### src/rtl/spi_pack_rx_pkg.sv
package spi_pack_rx_pkg;
  localparam int unsigned FRAME_W = 8;
  typedef enum logic {ACC_BYTE = 1'b0, ACC_HALF = 1'b1} acc_e;
endpackage

### src/rtl/rx_ptr_ctrl.sv
module rx_ptr_ctrl #(
  parameter int unsigned DEPTH = 4,
  localparam int unsigned PW = $clog2(DEPTH),
  localparam int unsigned CW = $clog2(DEPTH + 1)
) (
  input  logic          clk_i,
  input  logic          rst_ni,
  input  logic          frame_vld_i,
  input  logic          rd_en_i,
  input  logic          rd_wide_i,
  output logic          push_o,
  output logic          drop_o,
  output logic [1:0]    pop_o,
  output logic [PW-1:0] wr_ptr_o,
  output logic [PW-1:0] rd_ptr_o,
  output logic [CW-1:0] cnt_o,
  output logic [CW-1:0] cnt_d_o
);
  import spi_pack_rx_pkg::*;

  logic [PW-1:0] wr_q, rd_q;
  logic [CW-1:0] cnt_q;
  logic has1, has2, full;

  always_comb begin
    has1 = cnt_q != '0;
    has2 = cnt_q >= CW'(2);
    full = cnt_q == CW'(DEPTH);
    pop_o = 2'd0;
    if (rd_en_i) begin
      if (acc_e'(rd_wide_i) == ACC_HALF) pop_o = has2 ? 2'd2 : {1'b0, has1};
      else                              pop_o = {1'b0, has1};
    end
    // a slot freed in the same cycle lets the frame in
    push_o  = frame_vld_i && (!full || pop_o != 2'd0);
    drop_o  = frame_vld_i && full && pop_o == 2'd0;
    cnt_d_o = cnt_q - CW'(pop_o) + CW'(push_o);
  end

  always_ff @(posedge clk_i or negedge rst_ni) begin
    if (!rst_ni) begin
      wr_q  <= '0;
      rd_q  <= '0;
      cnt_q <= '0;
    end else begin
      wr_q  <= wr_q + PW'(push_o);
      rd_q  <= rd_q + PW'(pop_o);
      cnt_q <= cnt_d_o;
    end
  end

  assign wr_ptr_o = wr_q;
  assign rd_ptr_o = rd_q;
  assign cnt_o    = cnt_q;

  p_level_bound_r2: assert property (@(posedge clk_i) disable iff (!rst_ni)
    cnt_q <= CW'(DEPTH));
  p_no_pop_empty_r7: assert property (@(posedge clk_i) disable iff (!rst_ni)
    (cnt_q == '0) |=> $stable(rd_q));
  p_full_hold_r9: assert property (@(posedge clk_i) disable iff (!rst_ni)
    (cnt_q == CW'(DEPTH) && frame_vld_i && !rd_en_i) |=> (cnt_q == CW'(DEPTH) && $stable(wr_q)));
endmodule

### src/rtl/rx_byte_store.sv
module rx_byte_store #(
  parameter int unsigned DEPTH = 4,
  parameter int unsigned FW = 8,
  localparam int unsigned PW = $clog2(DEPTH)
) (
  input  logic          clk_i,
  input  logic          rst_ni,
  input  logic          we_i,
  input  logic [PW-1:0] wa_i,
  input  logic [FW-1:0] wd_i,
  input  logic [PW-1:0] ra_i,
  output logic [FW-1:0] rd0_o,
  output logic [FW-1:0] rd1_o
);
  logic [FW-1:0] mem_q [DEPTH];

  for (genvar i = 0; i < DEPTH; i++) begin : g_slot
    always_ff @(posedge clk_i or negedge rst_ni) begin
      if (!rst_ni)                        mem_q[i] <= '0;
      else if (we_i && wa_i == PW'(i))    mem_q[i] <= wd_i;
    end
  end

  logic [PW-1:0] ra_nxt;
  assign ra_nxt = ra_i + PW'(1);
  assign rd0_o  = mem_q[ra_i];
  assign rd1_o  = mem_q[ra_nxt];
endmodule

### src/rtl/rx_flag_gen.sv
module rx_flag_gen #(
  parameter int unsigned CW = 3
) (
  input  logic          clk_i,
  input  logic          rst_ni,
  input  logic [CW-1:0] cnt_i,
  input  logic [CW-1:0] cnt_d_i,
  input  logic          thr_wide_i,
  input  logic          drop_i,
  input  logic          ovr_clr_i,
  output logic          rxne_o,
  output logic          ovr_o
);
  logic rxne_q, ovr_q;

  // flag follows the post-update level so a same-cycle push and pop are both seen
  always_ff @(posedge clk_i or negedge rst_ni) begin
    if (!rst_ni) begin
      rxne_q <= 1'b0;
      ovr_q  <= 1'b0;
    end else begin
      rxne_q <= thr_wide_i ? (cnt_d_i >= CW'(2)) : (cnt_d_i != '0);
      if (drop_i)         ovr_q <= 1'b1;
      else if (ovr_clr_i) ovr_q <= 1'b0;
    end
  end

  assign rxne_o = rxne_q;
  assign ovr_o  = ovr_q;

  p_rxne_narrow_r3: assert property (@(posedge clk_i) disable iff (!rst_ni)
    !$past(thr_wide_i) |-> (rxne_q == (cnt_i != '0)));
  p_rxne_wide_r4: assert property (@(posedge clk_i) disable iff (!rst_ni)
    $past(thr_wide_i) |-> (rxne_q == (cnt_i >= CW'(2))));
  p_ovr_sticky_r9: assert property (@(posedge clk_i) disable iff (!rst_ni)
    (ovr_q && !ovr_clr_i) |=> ovr_q);
endmodule

### src/rtl/spi_pack_rx_fifo.sv
module spi_pack_rx_fifo #(
  parameter int unsigned DEPTH = 4,
  parameter int unsigned FW = spi_pack_rx_pkg::FRAME_W,
  localparam int unsigned PW = $clog2(DEPTH),
  localparam int unsigned CW = $clog2(DEPTH + 1)
) (
  input  logic            clk_i,
  input  logic            rst_ni,
  input  logic            frame_vld_i,
  input  logic [FW-1:0]   frame_data_i,
  input  logic            rd_en_i,
  input  logic            rd_wide_i,
  input  logic            thr_wide_i,
  input  logic            ovr_clr_i,
  output logic [2*FW-1:0] rd_data_o,
  output logic            rxne_o,
  output logic [CW-1:0]   level_o,
  output logic            ovr_o
);
  logic          push, drop;
  logic [1:0]    pop;
  logic [PW-1:0] wr_ptr, rd_ptr;
  logic [CW-1:0] cnt, cnt_d;
  logic [FW-1:0] rd0, rd1;

  rx_ptr_ctrl #(.DEPTH(DEPTH)) u_ctrl (
    .clk_i, .rst_ni, .frame_vld_i, .rd_en_i, .rd_wide_i,
    .push_o(push), .drop_o(drop), .pop_o(pop),
    .wr_ptr_o(wr_ptr), .rd_ptr_o(rd_ptr), .cnt_o(cnt), .cnt_d_o(cnt_d)
  );

  rx_byte_store #(.DEPTH(DEPTH), .FW(FW)) u_store (
    .clk_i, .rst_ni, .we_i(push), .wa_i(wr_ptr), .wd_i(frame_data_i),
    .ra_i(rd_ptr), .rd0_o(rd0), .rd1_o(rd1)
  );

  rx_flag_gen #(.CW(CW)) u_flag (
    .clk_i, .rst_ni, .cnt_i(cnt), .cnt_d_i(cnt_d), .thr_wide_i,
    .drop_i(drop), .ovr_clr_i, .rxne_o, .ovr_o
  );

  assign rd_data_o[FW-1:0]    = (cnt != '0) ? rd0 : '0;
  assign rd_data_o[2*FW-1:FW] = (rd_wide_i && cnt >= CW'(2)) ? rd1 : '0;
  assign level_o = cnt;

  p_pair_pop_r5: assert property (@(posedge clk_i) disable iff (!rst_ni)
    (rd_en_i && rd_wide_i && level_o >= CW'(2) && !frame_vld_i) |=> (level_o == $past(level_o) - CW'(2)));
  p_byte_pop_r6: assert property (@(posedge clk_i) disable iff (!rst_ni)
    (rd_en_i && !rd_wide_i && level_o != '0 && !frame_vld_i) |=> (level_o == $past(level_o) - CW'(1)));
  p_same_cycle_r8: assert property (@(posedge clk_i) disable iff (!rst_ni)
    (rd_en_i && rd_wide_i && level_o >= CW'(2) && frame_vld_i) |=> (level_o == $past(level_o) - CW'(1)));
  p_hi_zero_r6: assert property (@(posedge clk_i) disable iff (!rst_ni)
    !rd_wide_i |-> (rd_data_o[2*FW-1:FW] == '0));
endmodule

### config.mk
export PLATFORM = sky130hd
export DESIGN_NAME = spi_pack_rx_fifo
export DESIGN_NICKNAME = d
export VERILOG_FILES = /design/src/rtl/spi_pack_rx_pkg.sv /design/src/rtl/rx_ptr_ctrl.sv /design/src/rtl/rx_byte_store.sv /design/src/rtl/rx_flag_gen.sv /design/src/rtl/spi_pack_rx_fifo.sv
export SDC_FILE = /design/constraint.sdc
export NUM_CORES = 1
export LEC_CHECK = 0
export BUFFER_PORTS_ARGS = -buffer_cell sky130_fd_sc_hd__clkbuf_2
export CORE_MARGIN = 2
export CORE_UTILIZATION = 40
export CTS_BUF_LIST = sky130_fd_sc_hd__clkbuf_4 sky130_fd_sc_hd__clkbuf_8
export DETAILED_ROUTE_END_ITERATION = 12
export SLEW_MARGIN = 20
export SYNTH_ARGS = -nofsm -noshare
export SYNTH_HDL_FRONTEND = slang
export SYNTH_SLANG_ARGS = --single-unit
### constraint.sdc
create_clock -name clk_i -period 3.3 [get_ports clk_i]
set_clock_uncertainty 0.2 [all_clocks]
set_input_delay 0.33 -clock clk_i [delete_from_list [all_inputs] [get_ports clk_i]]
set_output_delay 0.33 -clock clk_i [all_outputs]
set_load 0.05 [all_outputs]
# Word level (Yosys, flattened, before mapping)
# Index checks and enable logic that the tools add are counted.
[word_totals] regBits=41 out_inout_bits=21 wordCells=54
[classes] n_addsub=5 magnitude_cmp=4 n_eq_ne=4 mux=14 bitwise=2 n_reduce_logical=16
[ops] operator="$mux W8" count=6
[ops] operator="$bmux W8 S2" count=2
[ops] operator="$logic_and A1 B1 Y1" count=8
[ops] operator="$ge A3 B2 Y1 const B" count=2
[ops] operator="$ge A3 B3 Y1 const B" count=2
[ops] operator="$mux W2" count=3
[ops] operator="$not A2 Y3" count=2
[ops] operator="$reduce_bool A3 Y1" count=2
[ops] operator="$eq A2 B2 Y1 const B" count=2
[ops] operator="$logic_not A2 Y1" count=2
[ops] operator="$reduce_bool A2 Y1" count=2
[ops] operator="$add A3 B1 Y3" count=1
[ops] operator="$eq A3 B3 Y1 const B" count=1
[ops] operator="$mux W1" count=3
[ops] operator="$sub A3 B2 Y3" count=1
[ops] operator="$add A2 B1 Y2" count=1
[ops] operator="$add A2 B1 Y2 const B" count=1
[ops] operator="$add A2 B2 Y2" count=1
[ops] operator="$eq A2 B1 Y1 const B" count=1
[ops] operator="$logic_not A1 Y1" count=1
[ops] operator="$logic_or A1 B1 Y1" count=1

# Depth between registers and ports, before layout
[depth] depth_word=10 depth_mapped=8 depth_no_buf=8

# By module
# Synthesis repeated with hierarchy kept, for this count alone.
[hier_totals] hier_cells=147 area_unflattened_um2=2284.7
[modules_own_cells] module="rx_byte_store" n_inst=1 cells_each=88 area_each_um2=1612.8
[modules_own_cells] module="rx_ptr_ctrl" n_inst=1 cells_each=30 area_each_um2=389.1
[modules_own_cells] module="spi_pack_rx_fifo" n_inst=1 cells_each=22 area_each_um2=209.0
[modules_own_cells] module="rx_flag_gen" n_inst=1 cells_each=7 area_each_um2=73.8

# Least setup slack after synthesis
# No wires, ideal clock.
[synth_timing] path_type="register to register" from="register u_ctrl.cnt_q[1], in the netlist u_ctrl.cnt_o[1]" to="register u_flag.rxne_q, in the netlist u_flag.rxne_o" setup_time_ns=0.124 arrival_ns=2.728 path_slack_ns=0.248 stages_incl_launch_ff=9 n_path_buf=0 period_less_slack_ns=3.052 cell_sequence="dfrtp_1 nor3_1 and3b_1 ha_1 inv_1 ha_1 fa_1 xnor2_1 a211o_1"
[synth_via] elab_chain_cells=10
[synth_rtl] item="from (decl)" line="rx_ptr_ctrl.sv:22" rtl="logic [CW-1:0] cnt_q;"
[synth_rtl] item="from (signal assigned)" line="rx_ptr_ctrl.sv:48" rtl="cnt_q <= cnt_d_o;"
[synth_rtl] item="branches (longest 7 deep; another with $ge A3 B2 Y1)"
[synth_rtl] item="$add A3 B1 Y3 *" line="rx_ptr_ctrl.sv:37" rtl="cnt_d_o = cnt_q - CW'(pop_o) + CW'(push_o);"
[synth_rtl] item="named net cnt_d[2]" line="spi_pack_rx_fifo.sv:23" rtl="logic [CW-1:0] cnt, cnt_d;"
[synth_rtl] item="$ge A3 B2 Y1 or $reduce_bool A3 Y1 (tied branches)" line="rx_flag_gen.sv:22" rtl="rxne_q <= thr_wide_i ? (cnt_d_i >= CW'(2)) : (cnt_d_i != '0);"
[synth_rtl] item="$mux W1 *" line="rx_flag_gen.sv:22"
[synth_rtl] item="to (signal assigned)" line="rx_flag_gen.sv:22"
[synth_rtl] item="to (decl)" line="rx_flag_gen.sv:14" rtl="logic rxne_q, ovr_q;"
# Mark *: on every way through the listed nets, which the timed path passes.
# A chain may end at the register's enable or synchronous reset.

# Worst setup path in the final report
# Same ends and word-level chain as after synthesis.

==> results.txt <==
outcome -> complete, but fails checks
failing checks -> negative hold slack
core area -> 5170 µm²
initial antenna violation count -> 0
routed wire length per instance -> 18.0 µm
Max-Cap Viols -> 0
most common cell in the netlist -> dfrtp_1
largest net degree at the start of global routing -> 42
FF-to-FF Start -> u_ctrl.cnt_o[1]$_DFF_PN0_
Final Util -> 0.493
fmax -> 0.341 GHz
Seq/Total Area, Yosys -> 0.471
HPWL after DPL -> 3050 µm
post-CTS sizing -> 0
max-slew violations -> 0
Reg area -> 1030 µm²
Routed Antenna Nets -> 0
DR pass1 iterations -> 4
Slew HR -> 0.386
Die H -> 77.8 µm
reg-to-reg endpoint -> u_flag.rxne_o$_DFF_PN0_
kind of critical path -> reg2reg
synthesized cell area -> 2180 µm²
site row count -> 26
crit path max fanout -> 9
finished layout cell area -> 2550 µm²
die width -> 77.8 µm
Worst-Margin Slew -> 0.922 ns
Crit. End Element -> register
Num CTS Buffers -> 5
clock root buffer -> clkbuf_8
EDFF count, synth -> 0
Initial DRC Count -> 62
multi-input combinational cell area -> 1100 µm²
Fin. Hold Viols -> 41
first-pass GRT wire length -> 7540 µm
Area contributors post-synth -> dfrtp_1 47%, mux4_2 17%, mux2_2 12%, mux2_4 5.5%, nor2b_1 4.6%
die area -> 6060 µm²
Clk pin slew, worst setup/hold paths -> 0.09 ns
routability cong. -> 0.728
vias in the first global route -> 1465
total negative setup slack -> 0 ns
Vias -> 1333
fraction of registers with async set/reset -> 1.00
clk_lat worst skew -> 0.30 ns
H-Tree Depth -> 2
routed wire length -> 4520 µm
vias per cell -> 5.31
number of fill cells -> 427
IO Port Bufs -> 35
Finished Layout Cells -> 251
placed instance area -> 2430 µm²
number of diodes -> 0
Hold Buf Count CTS -> 0
Top FF cell, synth -> dfrtp_1
cell taking the most area after synthesis -> dfrtp_1
RSZ-0062 raised after global routing -> false
IO Pins -> 36
area share of the largest cell type after synthesis -> 0.471
area added between synthesis and finish -> 16.9%
synth unique cells -> 27
post-layout min period -> 2.93 ns
Gate Count Post-Synth -> 141
fraction of layout cells with a size suffix above 1 -> 0.536
Commonest cells post-synth -> 41 x dfrtp_1, 24 x mux2_2, 16 x mux4_2, 16 x nor2b_1, 8 x mux2_4
GRT Total Usage -> 0.164
Post-Syn Nets -> 162
Setup-failing EPs final -> 0
CTS sink count -> 41
Reg2Reg Depth -> 8
Critical Path Source Type -> register
Final nets -> 201
CTS tree -> built
worst path required time -> 3.29 ns
clk buf depth -> 2
Ys Warns -> 0
mean post-synth cell area -> 15.5 µm²
Initial Utilization -> 0.421
number of synthesized register bits -> 41
Post-Place Cells -> 243
Post-CTS Repair Setup Buffers -> 0
Hold WS -> -0.0379 ns
R2R setup slack -> 0.37 ns
gr ovfl total -> 0
fin crit share -> 0.888
DRC violations left -> 0
worst hold path type -> in2async
arrival time at the worst endpoint -> 2.92 ns
-- per-layer routing --
metal | vias to the layer above | share of wire | GRT usage
met5 | - | 0 | 0
met4 | 0 | 0.011 | 0.0429
met3 | 5 | 0.032 | 0.0419
met2 | 28 | 0.53 | 0.289
met1 | 702 | 0.43 | 0.198
li1 | 598 | - | -
-- through the flow --
step	hold slack, ns	setup WS [ns]
2_1_floorplan	-0.166	0.248
3_3_place_gp	0.300	0.470
3_5_place_dp	0.311	0.357
4_1_cts	0.0218	0.333
5_1_grt	0.0304	0.171
6_report	-0.0379	0.369
-- worst max-delay path, cell delays in order, from the launching register on --
cell and delay, ns:
dfrtp_1 0.47, o21ai_1 0.68, and3b_1 0.30, ha_1 0.14, inv_1 0.03, ha_1 0.18, fa_1 0.37, xnor2_1 0.17
a211o_1 0.27
-- area by class of cell --
| class | count | area share |
|---|---|---|
| clock buffer | 6 | 0.0324 |
| clock inverter | 2 | 0.0147 |
| inverter | 5 | 0.00737 |
| multi-input combinational | 89 | 0.431 |
| sequential | 41 | 0.403 |
| tap | 70 | 0.0344 |
| timing repair buffer | 38 | 0.0776 |
-- cells by family (layout without fill, tap and decap cells) --
| family | count (synthesis) | after routing | synth area share |
|---|---|---|---|
| AO/OA/AOI/OAI | 4 | 4 | 0.0121 |
| XOR/XNOR | 5 | 5 | 0.0201 |
| adder cells (fa/ha/maj) | 6 | 6 | 0.0379 |
| buffers and inverters | 11 | 51 | 0.0258 |
| flip-flops | 41 | 41 | 0.471 |
| multiplexers | 48 | 48 | 0.344 |
| AND/OR/NAND/NOR | 26 | 26 | 0.0890 |
-- layout by cell type (no fill, tap or decap), types with 2 or more instances in the layout --
cell type  Yosys  final
dfrtp_1       41     41
clkbuf_2       0     34
mux2_2        24     24
mux4_2        16     16
nor2b_1       16     16
mux2_4         8      8
clkbuf_8       0      6
inv_1          5      5
ha_1           5      5
xor2_1         3      3
buf_4          1      3
xnor2_1        2      2
nand2_1        2      2
-- registers in the layout, indices dropped and copies added, names as in the netlist --
register         count
u_flag.ovr_o         1
u_ctrl.rd_ptr_o      2
u_store.mem_q       32
u_flag.rxne_o        1
u_ctrl.wr_ptr_o      2
u_ctrl.cnt_o         3
-- worst max-delay path by stage --
| stage | start | end | depth (start not counted) |
|---|---|---|---|
| 5_1_grt | u_ctrl.cnt_o[1]$_DFF_PN0_ | u_flag.rxne_o$_DFF_PN0_ | 8 |
| 3_3_place_gp | u_ctrl.cnt_o[1]$_DFF_PN0_ | u_flag.rxne_o$_DFF_PN0_ | 8 |
| 6_report | u_ctrl.cnt_o[1]$_DFF_PN0_ | u_flag.rxne_o$_DFF_PN0_ | 8 |
| 2_1_floorplan | u_ctrl.cnt_o[1]$_DFF_PN0_ | u_flag.rxne_o$_DFF_PN0_ | 8 |
| 3_5_place_dp | u_ctrl.cnt_o[1]$_DFF_PN0_ | u_flag.rxne_o$_DFF_PN0_ | 8 |
| 4_1_cts | u_ctrl.cnt_o[1]$_DFF_PN0_ | u_flag.rxne_o$_DFF_PN0_ | 8 |
Power is left out: the tool's default activity adds up to more than one toggle a clock period on the data nets, which glitch-free logic cannot reach.
